File: config.mk
export PLATFORM = sky130hd
export DESIGN_NAME = rwu_seq
export DESIGN_NICKNAME = d
export VERILOG_FILES = /design/src/rtl/rwu_pkg.sv /design/src/rtl/rwu_tick_cnt.sv /design/src/rtl/rwu_ctrl.sv /design/src/rtl/rwu_seq.sv
export SDC_FILE = /design/constraint.sdc
export NUM_CORES = 1
export LEC_CHECK = 0
export ABC_CLOCK_PERIOD_IN_PS = 2700
export CAP_MARGIN = 20
export CORE_ASPECT_RATIO = 0.9
export CORE_MARGIN = 5
export CORE_UTILIZATION = 34
export DETAILED_ROUTE_END_ITERATION = 12
export HOLD_SLACK_MARGIN = 0.06
export PLACE_DENSITY = 0.83
export SLEW_MARGIN = 10
export SYNTH_ARGS = -nofsm -noshare
export SYNTH_HDL_FRONTEND = slang
export SYNTH_SLANG_ARGS = --single-unit
File: constraint.sdc
create_clock -name clk_i -period 2.7 [get_ports clk_i]
set_input_delay 0.81 -clock clk_i [delete_from_list [all_inputs] [get_ports clk_i]]
set_output_delay 0.81 -clock clk_i [all_outputs]
set_load 0.01 [all_outputs]
File: src/rtl/rwu_pkg.sv
package rwu_pkg;
  localparam int unsigned WAKE_BIT = 8;

  typedef enum logic [1:0] {
    ST_IDLE = 2'd0,
    ST_LEAD = 2'd1,
    ST_K    = 2'd2
  } rwu_state_e;
endpackage

File: src/rtl/rwu_tick_cnt.sv
module rwu_tick_cnt #(
  parameter int unsigned CW = 4
) (
  input  logic          clk_i,
  input  logic          rst_ni,
  input  logic          clr_i,
  input  logic          tick_i,
  input  logic [CW-1:0] limit_i,
  output logic          done_o
);
  logic [CW-1:0] cnt_q;
  logic          last;

  assign last   = (cnt_q == limit_i - CW'(1));
  assign done_o = tick_i & last & ~clr_i;

  always_ff @(posedge clk_i or negedge rst_ni) begin
    if (!rst_ni)        cnt_q <= '0;
    else if (clr_i)     cnt_q <= '0;
    else if (tick_i) begin
      if (last) cnt_q <= '0;
      else      cnt_q <= cnt_q + CW'(1);
    end
  end

  // the phase counter never passes its limit
  a_r4_cnt_bound: assert property (@(posedge clk_i) disable iff (!rst_ni)
    cnt_q < limit_i);
endmodule

File: src/rtl/rwu_ctrl.sv
module rwu_ctrl
  import rwu_pkg::*;
#(
  parameter int unsigned LEAD_MS = 2,
  parameter int unsigned K_MS    = 10
) (
  input  logic clk_i,
  input  logic rst_ni,
  input  logic start_i,
  input  logic bus_rst_i,
  input  logic tick_i,
  output logic busy_o,
  output logic k_o
);
  localparam int unsigned MAXMS = (LEAD_MS > K_MS) ? LEAD_MS : K_MS;
  localparam int unsigned CW    = $clog2(MAXMS + 1);

  rwu_state_e    state_q, state_d;
  logic          clr, done;
  logic [CW-1:0] limit;

  assign clr   = (state_q == ST_IDLE) | bus_rst_i;
  assign limit = (state_q == ST_K) ? CW'(K_MS) : CW'(LEAD_MS);

  rwu_tick_cnt #(.CW(CW)) u_cnt (
    .clk_i   (clk_i),
    .rst_ni  (rst_ni),
    .clr_i   (clr),
    .tick_i  (tick_i),
    .limit_i (limit),
    .done_o  (done)
  );

  always_comb begin
    state_d = state_q;
    if (bus_rst_i) state_d = ST_IDLE;
    else begin
      unique case (state_q)
        ST_IDLE: if (start_i) state_d = ST_LEAD;
        ST_LEAD: if (done)    state_d = ST_K;
        ST_K:    if (done)    state_d = ST_IDLE;
        default:              state_d = ST_IDLE;
      endcase
    end
  end

  always_ff @(posedge clk_i or negedge rst_ni) begin
    if (!rst_ni) state_q <= ST_IDLE;
    else         state_q <= state_d;
  end

  assign busy_o = (state_q != ST_IDLE);
  assign k_o    = (state_q == ST_K);

  // K is entered only from the lead-in, on a tick
  a_r4_k_after_lead: assert property (@(posedge clk_i) disable iff (!rst_ni)
    $rose(k_o) |-> ($past(state_q) == ST_LEAD) && $past(tick_i));
  // K holds steady between ticks
  a_r5_k_stable: assert property (@(posedge clk_i) disable iff (!rst_ni)
    (k_o && !tick_i && !bus_rst_i) |=> k_o);
  // bus reset forces idle
  a_r7_abort: assert property (@(posedge clk_i) disable iff (!rst_ni)
    bus_rst_i |=> !busy_o);
endmodule

File: src/rtl/rwu_seq.sv
module rwu_seq
  import rwu_pkg::*;
#(
  parameter int unsigned LEAD_MS = 2,
  parameter int unsigned K_MS    = 10
) (
  input  logic        clk_i,
  input  logic        rst_ni,
  input  logic        bus_rst_i,
  input  logic        suspended_i,
  input  logic        rwu_en_i,
  input  logic        tick_i,
  input  logic        reg_we_i,
  input  logic [15:0] reg_wdata_i,
  output logic [15:0] reg_rdata_o,
  output logic        line_oe_o,
  output logic        dp_o,
  output logic        dm_o
);
  logic busy, k_on, start, req;

  assign req   = reg_we_i & reg_wdata_i[WAKE_BIT];
  assign start = req & suspended_i & rwu_en_i & ~bus_rst_i & ~busy;

  rwu_ctrl #(.LEAD_MS(LEAD_MS), .K_MS(K_MS)) u_ctrl (
    .clk_i     (clk_i),
    .rst_ni    (rst_ni),
    .start_i   (start),
    .bus_rst_i (bus_rst_i),
    .tick_i    (tick_i),
    .busy_o    (busy),
    .k_o       (k_on)
  );

  always_comb begin
    reg_rdata_o           = '0;
    reg_rdata_o[WAKE_BIT] = busy;
  end

  // full-speed K: D+ low, D- high
  assign line_oe_o = k_on;
  assign dp_o      = 1'b0;
  assign dm_o      = k_on;

  // accepted request reads back
  a_r2_accept: assert property (@(posedge clk_i) disable iff (!rst_ni)
    (req && suspended_i && rwu_en_i && !bus_rst_i) |=> reg_rdata_o[WAKE_BIT]);
  // request outside suspend/enable is dropped
  a_r3_reject: assert property (@(posedge clk_i) disable iff (!rst_ni)
    (req && !(suspended_i && rwu_en_i) && !reg_rdata_o[WAKE_BIT])
      |=> !reg_rdata_o[WAKE_BIT]);
  // writes during lead-in cannot end the sequence
  a_r8_busy_hold: assert property (@(posedge clk_i) disable iff (!rst_ni)
    (reg_rdata_o[WAKE_BIT] && !line_oe_o && reg_we_i && !bus_rst_i)
      |=> reg_rdata_o[WAKE_BIT]);
  // bus released after bus reset
  a_r7_release: assert property (@(posedge clk_i) disable iff (!rst_ni)
    bus_rst_i |=> !line_oe_o && !reg_rdata_o[WAKE_BIT]);
endmodule

==> metrics.md, run 1 <==
| Metric | Value |
|---|---|
| Setup violators final | 0 |
| Worst EP arrival | about 1500 ps |
| Global-route wire length before repair | 1.57 mm |
| IO Pins | 42 |
| Final net count | 98 |
| CTS root buf | clkbuf_4 |
| Layout cells sized above 1 | between 5 and 6% |
| Hold Crit Start | u_ctrl.state_q[1] |
| Critical Path, Cell by Cell | or2_1 -> clkdlybuf4s50_1 |
| Max_cap viols | 0 |
| Period utilization | 84.2% |
| Register area | 150 sq um |
| Resize count post-CTS | 0 |
| Worst Skew | 0.0883 ps |
| # DRC | 0 |
| Setup TNS Final | 0 ps |
| Area growth syn-to-layout | 11.1% |
| CP endpoint kind | output pin |
| Hold buffers post-CTS | 0 |
| Prevailing post-synth register cell | dfrtp_1 |
| Worst hold endpoint | u_ctrl.state_q[0] |
| Tot GR Track Use | ~9% |
| Crit-path max FO | 8 |
| Vias in the first global route | 409 |
| R2r setup slk | 1220 ps |
| ANT nets after route | 0 |
| Skew-Pair Late Insertion Delay | 240 ps |
| Port bufs | 10 |
| Register area share after synthesis | 28.8% |
| Power Dens Cells | 349 nW/um^2 |
| Starting density of the core | 36.0% |
| GP Congestion | 0.686 |
| Max-slew violations | 0 |
| Die footprint | about 2400 sq um |
| CTS tree | built |
| Fillers | 151 |
| Synth cell types | 25 |
| Post-synth EDFFs | 0 |
| Status | finished, final reports clean |
| Worst R2R Path Depth | 4 |
| Lkg Pwr | 0.256 nW |
| Antenna diodes | 0 |
| Slowest cell on the critical path | clkdlybuf4s50_1 |
| DR vias | 409 |
| 1st-pass router iterations | 4 |
| Setup CP Type | reg -> out |
| Dpl hpwl | 904 um |
| CORE AREA | around 1400 sq um |
| Die width | 51.2 um |
| Setup bufs post-CTS | 0 |
| Maximum VDD drop | 0.181 mV |
| H-Tree Depth | 1 |
| Die span in y | 47.1 um |
| Total Power | 0.202 mW |
| Hold Path Depth | 1 |
| Worst hold path class | reg -> reg |
| Cts bufs inserted | 3 |
| GRT overflow | 0 |
| Slowest stage delay, CP | 480 ps |
| Syn Area/Cell | 8.40 sq um |
| CTS max path bufs | 2 |
| Fmax | 440 MHz |
| FFs w/ async S/R, synth | 100% |
| Worst-path clk slew | 40 ps |
| Register bit total from synthesis | 6 |
| DRT Wirelength | 1.03 mm |
| Final worst path period need | roughly 2300 ps |
| Initial antenna violation count | 0 |
| Starting DRT DRC Count | 5 |
| Drt wl/cell | 11.9 um |
| CTS sink cnt | 6 |
| Synth Instances | between 60 and 70 |
| Largest net degree at the start of global routing | 9 |
| Multi-input gate area | 268 sq um |
| RSZ-0062 raised after global routing | no |
| Synth warn | 0 |
| Row count | 13 |
| Fin. Hold Viols | 0 |
| Startpoint types | register |
| WP data required | 1890 ps |
| Vias/cell | between 4 and 5 |
| FF-to-FF Start | u_ctrl.u_cnt.cnt_q[0] |
| R2r endpoint | u_ctrl.state_q[1] |
| Cell area after synthesis | 520 sq um |
## how the worst max path moves through the flow
stage	slack (ps)	to	depth (start not counted)	start
6_report	430	reg_rdata_o[8]	2	u_ctrl.state_q[0]
5_1_grt	350	reg_rdata_o[8]	2	u_ctrl.state_q[0]
4_1_cts	410	reg_rdata_o[8]	2	u_ctrl.state_q[0]
3_5_place_dp	530	u_ctrl.state_q[1]	4	tick_i
3_3_place_gp	590	u_ctrl.u_cnt.cnt_q[3]	4	tick_i
2_1_floorplan	1020	line_oe_o	3	u_ctrl.state_q[0]
## placed cells by master (no fill, tap or decap), drive strengths merged
cell type      synthesis  final
dfrtp                  6      6
nand4                  1      1
and3b                  1      1
o21ai                  2      2
o41ai                  1      1
or3                    1      1
nor2                   2      2
clkdlybuf4s50          0     10
nand3                  1      1
a2111oi                1      1
o2111ai                1      1
ha                     2      2
a41o                   1      1
inv                    5      5
or2                    1      1
a21oi                  3      3
a31oi                  1      1
o211ai                 1      1
o311ai                 1      1
nor2b                  2      2
conb                   1     16
nand2b                 2      2
nand2                  5      5
clkbuf                 0      3
xnor2                  1      1
## routing by layer
metal	GRT usage [%]	vias to the layer above	routed length (um)
met1	7.71	188	345
li1	-	193	-
met3	3.17	6	93
met5	0	-	0
met2	17.5	22	544
met4	8.90	0	42
## area by class of cell
| class | count | share of cell area [%] |
|---|---|---|
| inverters | 5 | 3.25 |
| multi-input cells | 47 | 46.3 |
| clock buffers | 3 | 3.90 |
| repair buffers | 10 | 17.3 |
| well taps | 15 | 3.25 |
| flip-flops and latches | 6 | 26.0 |
## synthesized netlist by cell type (2+ instances only)
cell type | number | share of area, %
a21oi_1 | 3 | 2.9
dfrtp_1 | 6 | 29
o21ai_1 | 2 | 1.9
nand2b_1 | 2 | 2.4
nor2_1 | 2 | 1.4
inv_1 | 5 | 3.6
nor2b_1 | 2 | 2.4
buf_4 | 18 | 26
ha_1 | 2 | 4.8
nand2_1 | 5 | 3.6
## worst max-delay path, delay by kind of cell, from the launching register on
family / cells / cell delay (ps)
buffers and inverters: 1 / 480
flip-flops: 1 / 460
AND/OR/NAND/NOR: 1 / 280
## power breakdown
| group | total [mW] | switching, mW | internal (mW) |
|---|---|---|---|
| Combinational | 0.0314 | 0.0187 | 0.0127 |
| Sequential | 0.0927 | 0.00161 | 0.0910 |
| Clock | 0.0778 | 0.0278 | 0.0500 |
## logic make-up (layout without fill, tap and decap cells)
kind of cell / Yosys count / count (layout) / share of synthesized area [%]
buffers and inverters: 24 / 18 / 30.5
and+or+nand+nor: 16 / 16 / 16.1
AOI/OAI and AO/OA: 12 / 12 / 17.3
DFF: 6 / 6 / 28.8
adders and majority gates: 2 / 2 / 4.81
other: 1 / 16 / 0.720
xor gates and xnor gates: 1 / 1 / 1.68
## flip-flops by register name (all words and copies together) (netlist names)
register and count:
u_ctrl.u_cnt.cnt_q 4, u_ctrl.state_q 2
## through the flow
step | util, % | hold WS [ps] | cell area [sq um] | instances | setup slack (ps)
after floorplan | - | 465 | 577 | 77 | 1020
after global placement | 38.4 | 498 | 556 | 83 | 592
after detailed placement | 38.4 | 523 | 556 | 83 | 526
after CTS | 39.9 | 526 | 578 | 86 | 409
after global routing | 39.9 | 550 | 578 | 86 | 355
final | 39.9 | 523 | 578 | 86 | 427
Note: power is estimated with default switching activity, not from simulation.
==> run 2: changes to the inputs <==
--- a/config.mk
+++ b/config.mk
@@ -5,14 +5,14 @@
 export SDC_FILE = /design/constraint.sdc
 export NUM_CORES = 1
 export LEC_CHECK = 0
-export ABC_CLOCK_PERIOD_IN_PS = 2700
+export ABC_CLOCK_PERIOD_IN_PS = 1960
 export CAP_MARGIN = 20
 export CORE_ASPECT_RATIO = 0.9
 export CORE_MARGIN = 5
-export CORE_UTILIZATION = 34
+export CORE_UTILIZATION = 28
 export DETAILED_ROUTE_END_ITERATION = 12
 export HOLD_SLACK_MARGIN = 0.06
-export PLACE_DENSITY = 0.83
+export PLACE_DENSITY = 0.73
 export SLEW_MARGIN = 10
 export SYNTH_ARGS = -nofsm -noshare
 export SYNTH_HDL_FRONTEND = slang
==> constraint.sdc (replaced) <==
create_clock -name clk_i -period 1.96 [get_ports clk_i]
set_input_delay 0.588 -clock clk_i [delete_from_list [all_inputs] [get_ports clk_i]]
set_output_delay 0.588 -clock clk_i [all_outputs]
set_load 0.01 [all_outputs]
==> run 2 against run 1 <==
Net effect:
- largest cell class unchanged
- design area increased by 4.5%
- setup slack got worse by 150 ps
- critical endpoint is now line_oe_o
- critical path depth increased by 1
- sequential cell count unchanged
- worst hold slack got worse by 13 ps
- wire length decreased by 3.6%
- combinational power increased by 50%
- die area increased by 17%
==> metrics.md, run 2 (synthesis results as in run 1) <==
| Metric | Value |
|---|---|
| Cts bufs inserted | 3 (unchanged) |
| Sequential share of power | 45.3% (-0.6 points) |
| H-Tree Depth | 1 (unchanged) |
| Power Dens Cells | 462 nW/um^2 (+32%) |
| DRT Wirelength | 989 um (-3.6%) |
| Leading cell type in the layout, fill and taps excluded | conb_1 |
| Number of flip-flops in the largest register | 4 (unchanged) |
| Worst hold path class | reg -> reg |
| Setup CP Type | reg -> out |
| Die span in y | 50.9 um (+8.0%) |
| Port bufs | 10 (unchanged) |
| Startpoint types | register |
| Dpl hpwl | 874 um (-3.3%) |
| Slowest cell on the critical path | dfrtp_1 |
| Drt wl/cell | 10.2 um (-15%) |
| RSZ-0062 raised after global routing | no |
| Fmax | 595 MHz |
| Initial antenna violation count | 0 (unchanged) |
| Tot GR Track Use | 6.32% (-2.9 points) |
| DR vias | 399 (-2.4%) |
| Global-route wire length before repair | 1.39 mm (-12%) |
| Cell Int Power | 0.214 mW (+39%) |
| WHS | 511 ps (-12.8 ps) |
| Status | finished, final reports clean |
| Crit-path max FO | 4 (-4) |
| Fillers | 182 (+21%) |
| IO Pins | 42 (unchanged) |
| Lkg Pwr | 0.294 nW (+15%) |
| Top Registers | u_ctrl.u_cnt.cnt_q (4), u_ctrl.state_q (2) |
| Final net count | 100 (+2.0%) |
| Worst-path clk slew | 40 ps (about the same) |
| WP data required | 1370 ps (-520 ps) |
| Switching Share | 23.4% (-0.43 points) |
| Max-slew violations | 0 (unchanged) |
| # DRC | 0 (unchanged) |
| CTS root buf | clkbuf_4 |
| Sw Pwr | 0.0654 mW (+36%) |
| Fin cells | 97 (+13%) |
| Setup violators final | 0 (unchanged) |
| Slowest stage delay, CP | 370 ps (-110 ps) |
| Skew-Pair Late Insertion Delay | 230 ps (about the same) |
| Antenna diodes | 0 (unchanged) |
| Final worst slack | 279 ps (-147 ps) |
| Fin. Hold Viols | 0 (unchanged) |
| Final worst path period need | 1680 ps |
| Vias/cell | 4.11 (-14%) |
| Largest net degree at the start of global routing | 8 (-1) |
| CP endpoint kind | output pin |
| Period utilization | 85.8% |
| Setup bufs post-CTS | 0 (unchanged) |
| ANT nets after route | 0 (unchanged) |
| Resize count post-CTS | 2 (+2) |
| Vias in the first global route | 345 (-16%) |
| CORE AREA | 1720 sq um (+19%) |
| Die width | 55.4 um (+8.2%) |
| CTS max path bufs | 2 (unchanged) |
| CTS tree | built |
| Worst EP arrival | 1090 ps (-370 ps) |
| Row count | 14 (+1) |
| GRT overflow | 0 (unchanged) |
| Worst path bufs/invs | 2 (+1) |
| Maximum VDD drop | 0.249 mV (+37%) |
| CTS sink cnt | 6 (unchanged) |
| Die footprint | 2820 sq um (+17%) |
| Top reg by flops | u_ctrl.u_cnt.cnt_q |
| Clk pwr share | 37.8% (-0.7 points) |
| Worst Skew | 0.564 ps (+0.476 ps) |
| Gate power share | 16.9% (+1.3 points) |
| Cell Area, Placed | 582 sq um (+4.7%) |
| 1st-pass router iterations | 5 (+1) |
| Final Util | 35.2% (-4.7 points) |
| Final Cell Area | 604 sq um (+4.5%) |
| Starting DRT DRC Count | 10 (+5) |
| Most frequent cells in the layout | conb_1 (16), clkdlybuf4s50_1 (7), dfrtp_1 (6) |
| Starting density of the core | 30.3% (-5.6 points) |
| Total Power | 0.279 mW (+38%) |
| Setup TNS Final | 0 ps (unchanged) |
| Family with the most delay on the worst path | flip-flops |
| Area growth syn-to-layout | 16.1% |
| Placed insts | 94 (+13%) |
| Critical Path, Cell by Cell | inv_1 -> nor2_1 -> dlygate4sd2_1 |
| Placement Setup Slack | 61.3 ps (-465 ps) |
| GP Congestion | 0.716 (+4.3%) |
| Layout cells sized above 1 | 8.22% (+2.6 points) |
| Max_cap viols | 0 (unchanged) |
| Hold buffers post-CTS | 0 (unchanged) |
run 2: changes by cell type in the layout (fill, tap and decap cells not counted):
| cell | before | now |
|---|---|---|
| clkdlybuf4s50_1 | 10 | 7 |
| buf_4 | 0 | 2 |
| dlygate4sd2_1 | 0 | 2 |
| dlymetal6s2s_1 | 0 | 1 |
run 2: area by class of cell:
class / count / area [sq um] / share of cell area, %
clock buffers: 3 / 22.5 / 3.73
inverters: 5 / 18.8 / 3.11
well taps: 24 / 30.0 / 4.97
flip-flops and latches: 6 / 150 / 24.8
repair buffers: 12 / 115 / 19.0
multi-input cells: 47 / 268 / 44.3
run 2: routing by layer:
metal	global-route usage, %	up-vias	share of wire (%)
met3	1.51	0	6.1
met1	7.59	183	42
li1	-	201	-
met2	10.4	15	52
met4	3.64	0	0
met5	0	-	0
run 2: final timing paths:
check,startpoint,cells after the start,slack [ps],endpoint
setup / recovery,u_ctrl.state_q[1],3,280,line_oe_o
hold / removal,u_ctrl.state_q[1],1,510,u_ctrl.state_q[0]
setup reg to reg,u_ctrl.u_cnt.cnt_q[0],4,490,u_ctrl.state_q[1]
hold reg to reg,u_ctrl.state_q[1],1,510,u_ctrl.state_q[0]
max in group asynchronous,rst_ni,1,1180,u_ctrl.state_q[1]
min in group asynchronous,rst_ni,1,580,u_ctrl.u_cnt.cnt_q[2]
run 2: power by group through the flow:
stage,clock [mW],sequential (mW),combinational [mW]
floorplan,0,0.128,0.0482
global placement,0,0.128,0.0458
detailed placement,0,0.128,0.0467
CTS,0.113,0.126,0.0467
global route,0.118,0.126,0.0516
finish,0.106,0.126,0.0470
==> run 3: changes to the inputs <==
--- a/config.mk
+++ b/config.mk
@@ -7,12 +7,14 @@
 export LEC_CHECK = 0
 export ABC_CLOCK_PERIOD_IN_PS = 1960
 export CAP_MARGIN = 20
+export CELL_PAD_IN_SITES_DETAIL_PLACEMENT = 1
+export CELL_PAD_IN_SITES_GLOBAL_PLACEMENT = 2
 export CORE_ASPECT_RATIO = 0.9
 export CORE_MARGIN = 5
-export CORE_UTILIZATION = 28
+export CORE_UTILIZATION = 14
 export DETAILED_ROUTE_END_ITERATION = 12
 export HOLD_SLACK_MARGIN = 0.06
-export PLACE_DENSITY = 0.73
+export PLACE_DENSITY_LB_ADDON = 0.1
 export SLEW_MARGIN = 10
 export SYNTH_ARGS = -nofsm -noshare
 export SYNTH_HDL_FRONTEND = slang
==> run 3 against run 2 <==
Net effect:
- final cell count rose by 23%
- clock skew about the same
- design area is 7.7% higher
- critical path depth unchanged
- sequential cell count did not move
- wire length increased by 15%
- non-clock buffer count unchanged
- power up 26%
- register-to-register slack improved by 60 ps
- global-route usage down 1.4 points
- count of clock-buffer cells in the layout did not move
- clock power increased by 66%
==> metrics.md, run 3 (synthesis results as in run 1) <==
| Metric | Value |
|---|---|
| CORE AREA | 3650 sq um (+110%) |
| Number of flip-flops in the largest register | 4 (unchanged) |
| Worst-path clk slew | 30 ps (about the same) |
| CTS root buf | clkbuf_8 |
| WHS | 529 ps (+18.1 ps) |
| Tot GR Track Use | 4.94% (-1.4 points) |
| Fmax | 600 MHz (+0.86%) |
| Antenna diodes | 0 (unchanged) |
| Setup bufs post-CTS | 0 (unchanged) |
| Setup CP Type | reg -> out |
| DR vias | 404 (+1.3%) |
| R2r endpoint | u_ctrl.state_q[1] |
| CP endpoint kind | output pin |
| Cell Area, Placed | 609 sq um (+4.7%) |
| Global-route wire length before repair | 1.79 mm (+29%) |
| Worst EP arrival | 1080 ps (about the same) |
| Vias in the first global route | 434 (+26%) |
| Hold Crit Start | u_ctrl.state_q[1] |
| Setup TNS Final | 0 ps (unchanged) |
| Leading cell type in the layout, fill and taps excluded | conb_1 |
| ANT nets after route | 0 (unchanged) |
| Top Registers | u_ctrl.u_cnt.cnt_q (4), u_ctrl.state_q (2) |
| CTS sink cnt | 6 (unchanged) |
| GP Congestion | 0.630 (-12%) |
| Initial antenna violation count | 0 (unchanged) |
| Vias/cell | 3.39 (-17%) |
| Worst hold endpoint | u_ctrl.state_q[0] |
| Maximum VDD drop | 0.154 mV (-38%) |
| Area growth syn-to-layout | 25.0% |
| Final net count | 100 (unchanged) |
| Dpl hpwl | 1.00 mm (+15%) |
| DRT Wirelength | 1.14 mm (+15%) |
| Port bufs | 10 (unchanged) |
| Die span in y | 67.8 um (+33%) |
| IO Pins | 42 (unchanged) |
| 1st-pass router iterations | 3 (-2) |
| Max-slew violations | 0 (unchanged) |
| WP data required | 1370 ps (about the same) |
| R2r setup slk | 550 ps (+60 ps) |
| Layout cells sized above 1 | 8.22% (unchanged) |
| H-Tree Depth | 1 (unchanged) |
| Die width | 74.3 um (+34%) |
| CTS tree | built |
| Total Power | 0.351 mW (+26%) |
| Starting DRT DRC Count | 1 (-9) |
| Worst hold path class | reg -> reg |
| CTS max path bufs | 2 (unchanged) |
| RSZ-0062 raised after global routing | no |
| Lkg Pwr | 0.302 nW (+2.6%) |
| Setup violators final | 0 (unchanged) |
| Skew-Pair Late Insertion Delay | 220 ps (about the same) |
| FF-to-FF Start | u_ctrl.u_cnt.cnt_q[0] |
| Crit-path max FO | 4 (unchanged) |
| Final Util | 17.8% (-17 points) |
| Row count | 21 (+7) |
| Die footprint | 5040 sq um (+79%) |
| Max_cap viols | 0 (unchanged) |
| Power Dens Cells | 539 nW/um^2 (+17%) |
| Fin. Hold Viols | 0 (unchanged) |
| # DRC | 0 (unchanged) |
| Most frequent cells in the layout | conb_1 (16), clkdlybuf4s50_1 (7), dfrtp_1 (6) |
| Startpoint types | register |
| Final worst path period need | 1670 ps (-14.4 ps) |
| GRT overflow | 0 (unchanged) |
| Fillers | 443 (+140%) |
| Cts bufs inserted | 3 (unchanged) |
| Worst R2R Path Depth | 4 (unchanged) |
| Worst Skew | 0.492 ps (-0.0719 ps) |
| Starting density of the core | 14.3% (-16 points) |
| Hold Path Depth | 1 (unchanged) |
| Status | finished, final reports clean |
| Final Cell Area | 651 sq um (+7.7%) |
| Top reg by flops | u_ctrl.u_cnt.cnt_q |
| Period utilization | 85.0% (-0.73 points) |
| Largest net degree at the start of global routing | 8 (unchanged) |
| Drt wl/cell | 9.59 um (-6.0%) |
## run 3: cell counts in the layout (fill, tap and decap cells not counted)
Identical to the previous run, type by type.
## run 3: per-stage QoR
| stage | worst slack, ps | std cells |
|---|---|---|
| floorplan | 501 | 77 |
| global placement | 91.6 | 116 |
| detailed placement | 103 | 116 |
| CTS | 18.2 | 119 |
| global route | 191 | 119 |
| finish | 293 | 119 |
## run 3: worst max-delay path, stage by stage (launching register included)
cell and delay, ps:
dfrtp_1 380, inv_1 80, nor2_1 120, dlygate4sd2_1 280
## run 3: final cells by class
type,instances,area [sq um],area share [%]
Sequential cell,6,150,23.1
Inverter,5,18.8,2.88
Clock buffer,3,41.3,6.35
Timing Repair Buffer,12,115,17.7
Multi-Input combinational cell,47,268,41.2
Tap cell,46,57.6,8.85
## run 3: timing repair
| item | 4_1_cts | 5_1_grt |
|---|---|---|
| hold buffers | 0 | 0 |
| resized for setup | 2 | 1 |
| endpoints found under the setup margin | 2 | 1 |
## run 3: how the worst max path moves through the flow
| stage | slack, ps | depth (start not counted) | end | startpoint |
|---|---|---|---|---|
| 2_1_floorplan | 500 | 3 | line_oe_o | u_ctrl.state_q[0] |
| 3_3_place_gp | 90 | 4 | u_ctrl.u_cnt.cnt_q[3] | tick_i |
| 3_5_place_dp | 100 | 4 | u_ctrl.state_q[1] | tick_i |
| 4_1_cts | 20 | 2 | reg_rdata_o[8] | u_ctrl.state_q[0] |
| 5_1_grt | 190 | 3 | line_oe_o | u_ctrl.state_q[1] |
| 6_report | 290 | 3 | line_oe_o | u_ctrl.state_q[1] |
## run 3: report_power, final
part | switching (mW) | internal (mW)
Combinational | 0.0284 | 0.0195
Sequential | 0.000948 | 0.126
Clock | 0.0448 | 0.131
## run 3: per-layer routing
layer,wire (um),global-route usage [%],up-vias
li1,-,-,200
met1,471,4.93,188
met2,570,8.08,14
met3,80,1.62,2
met4,19,4.67,0
met5,0,0,-
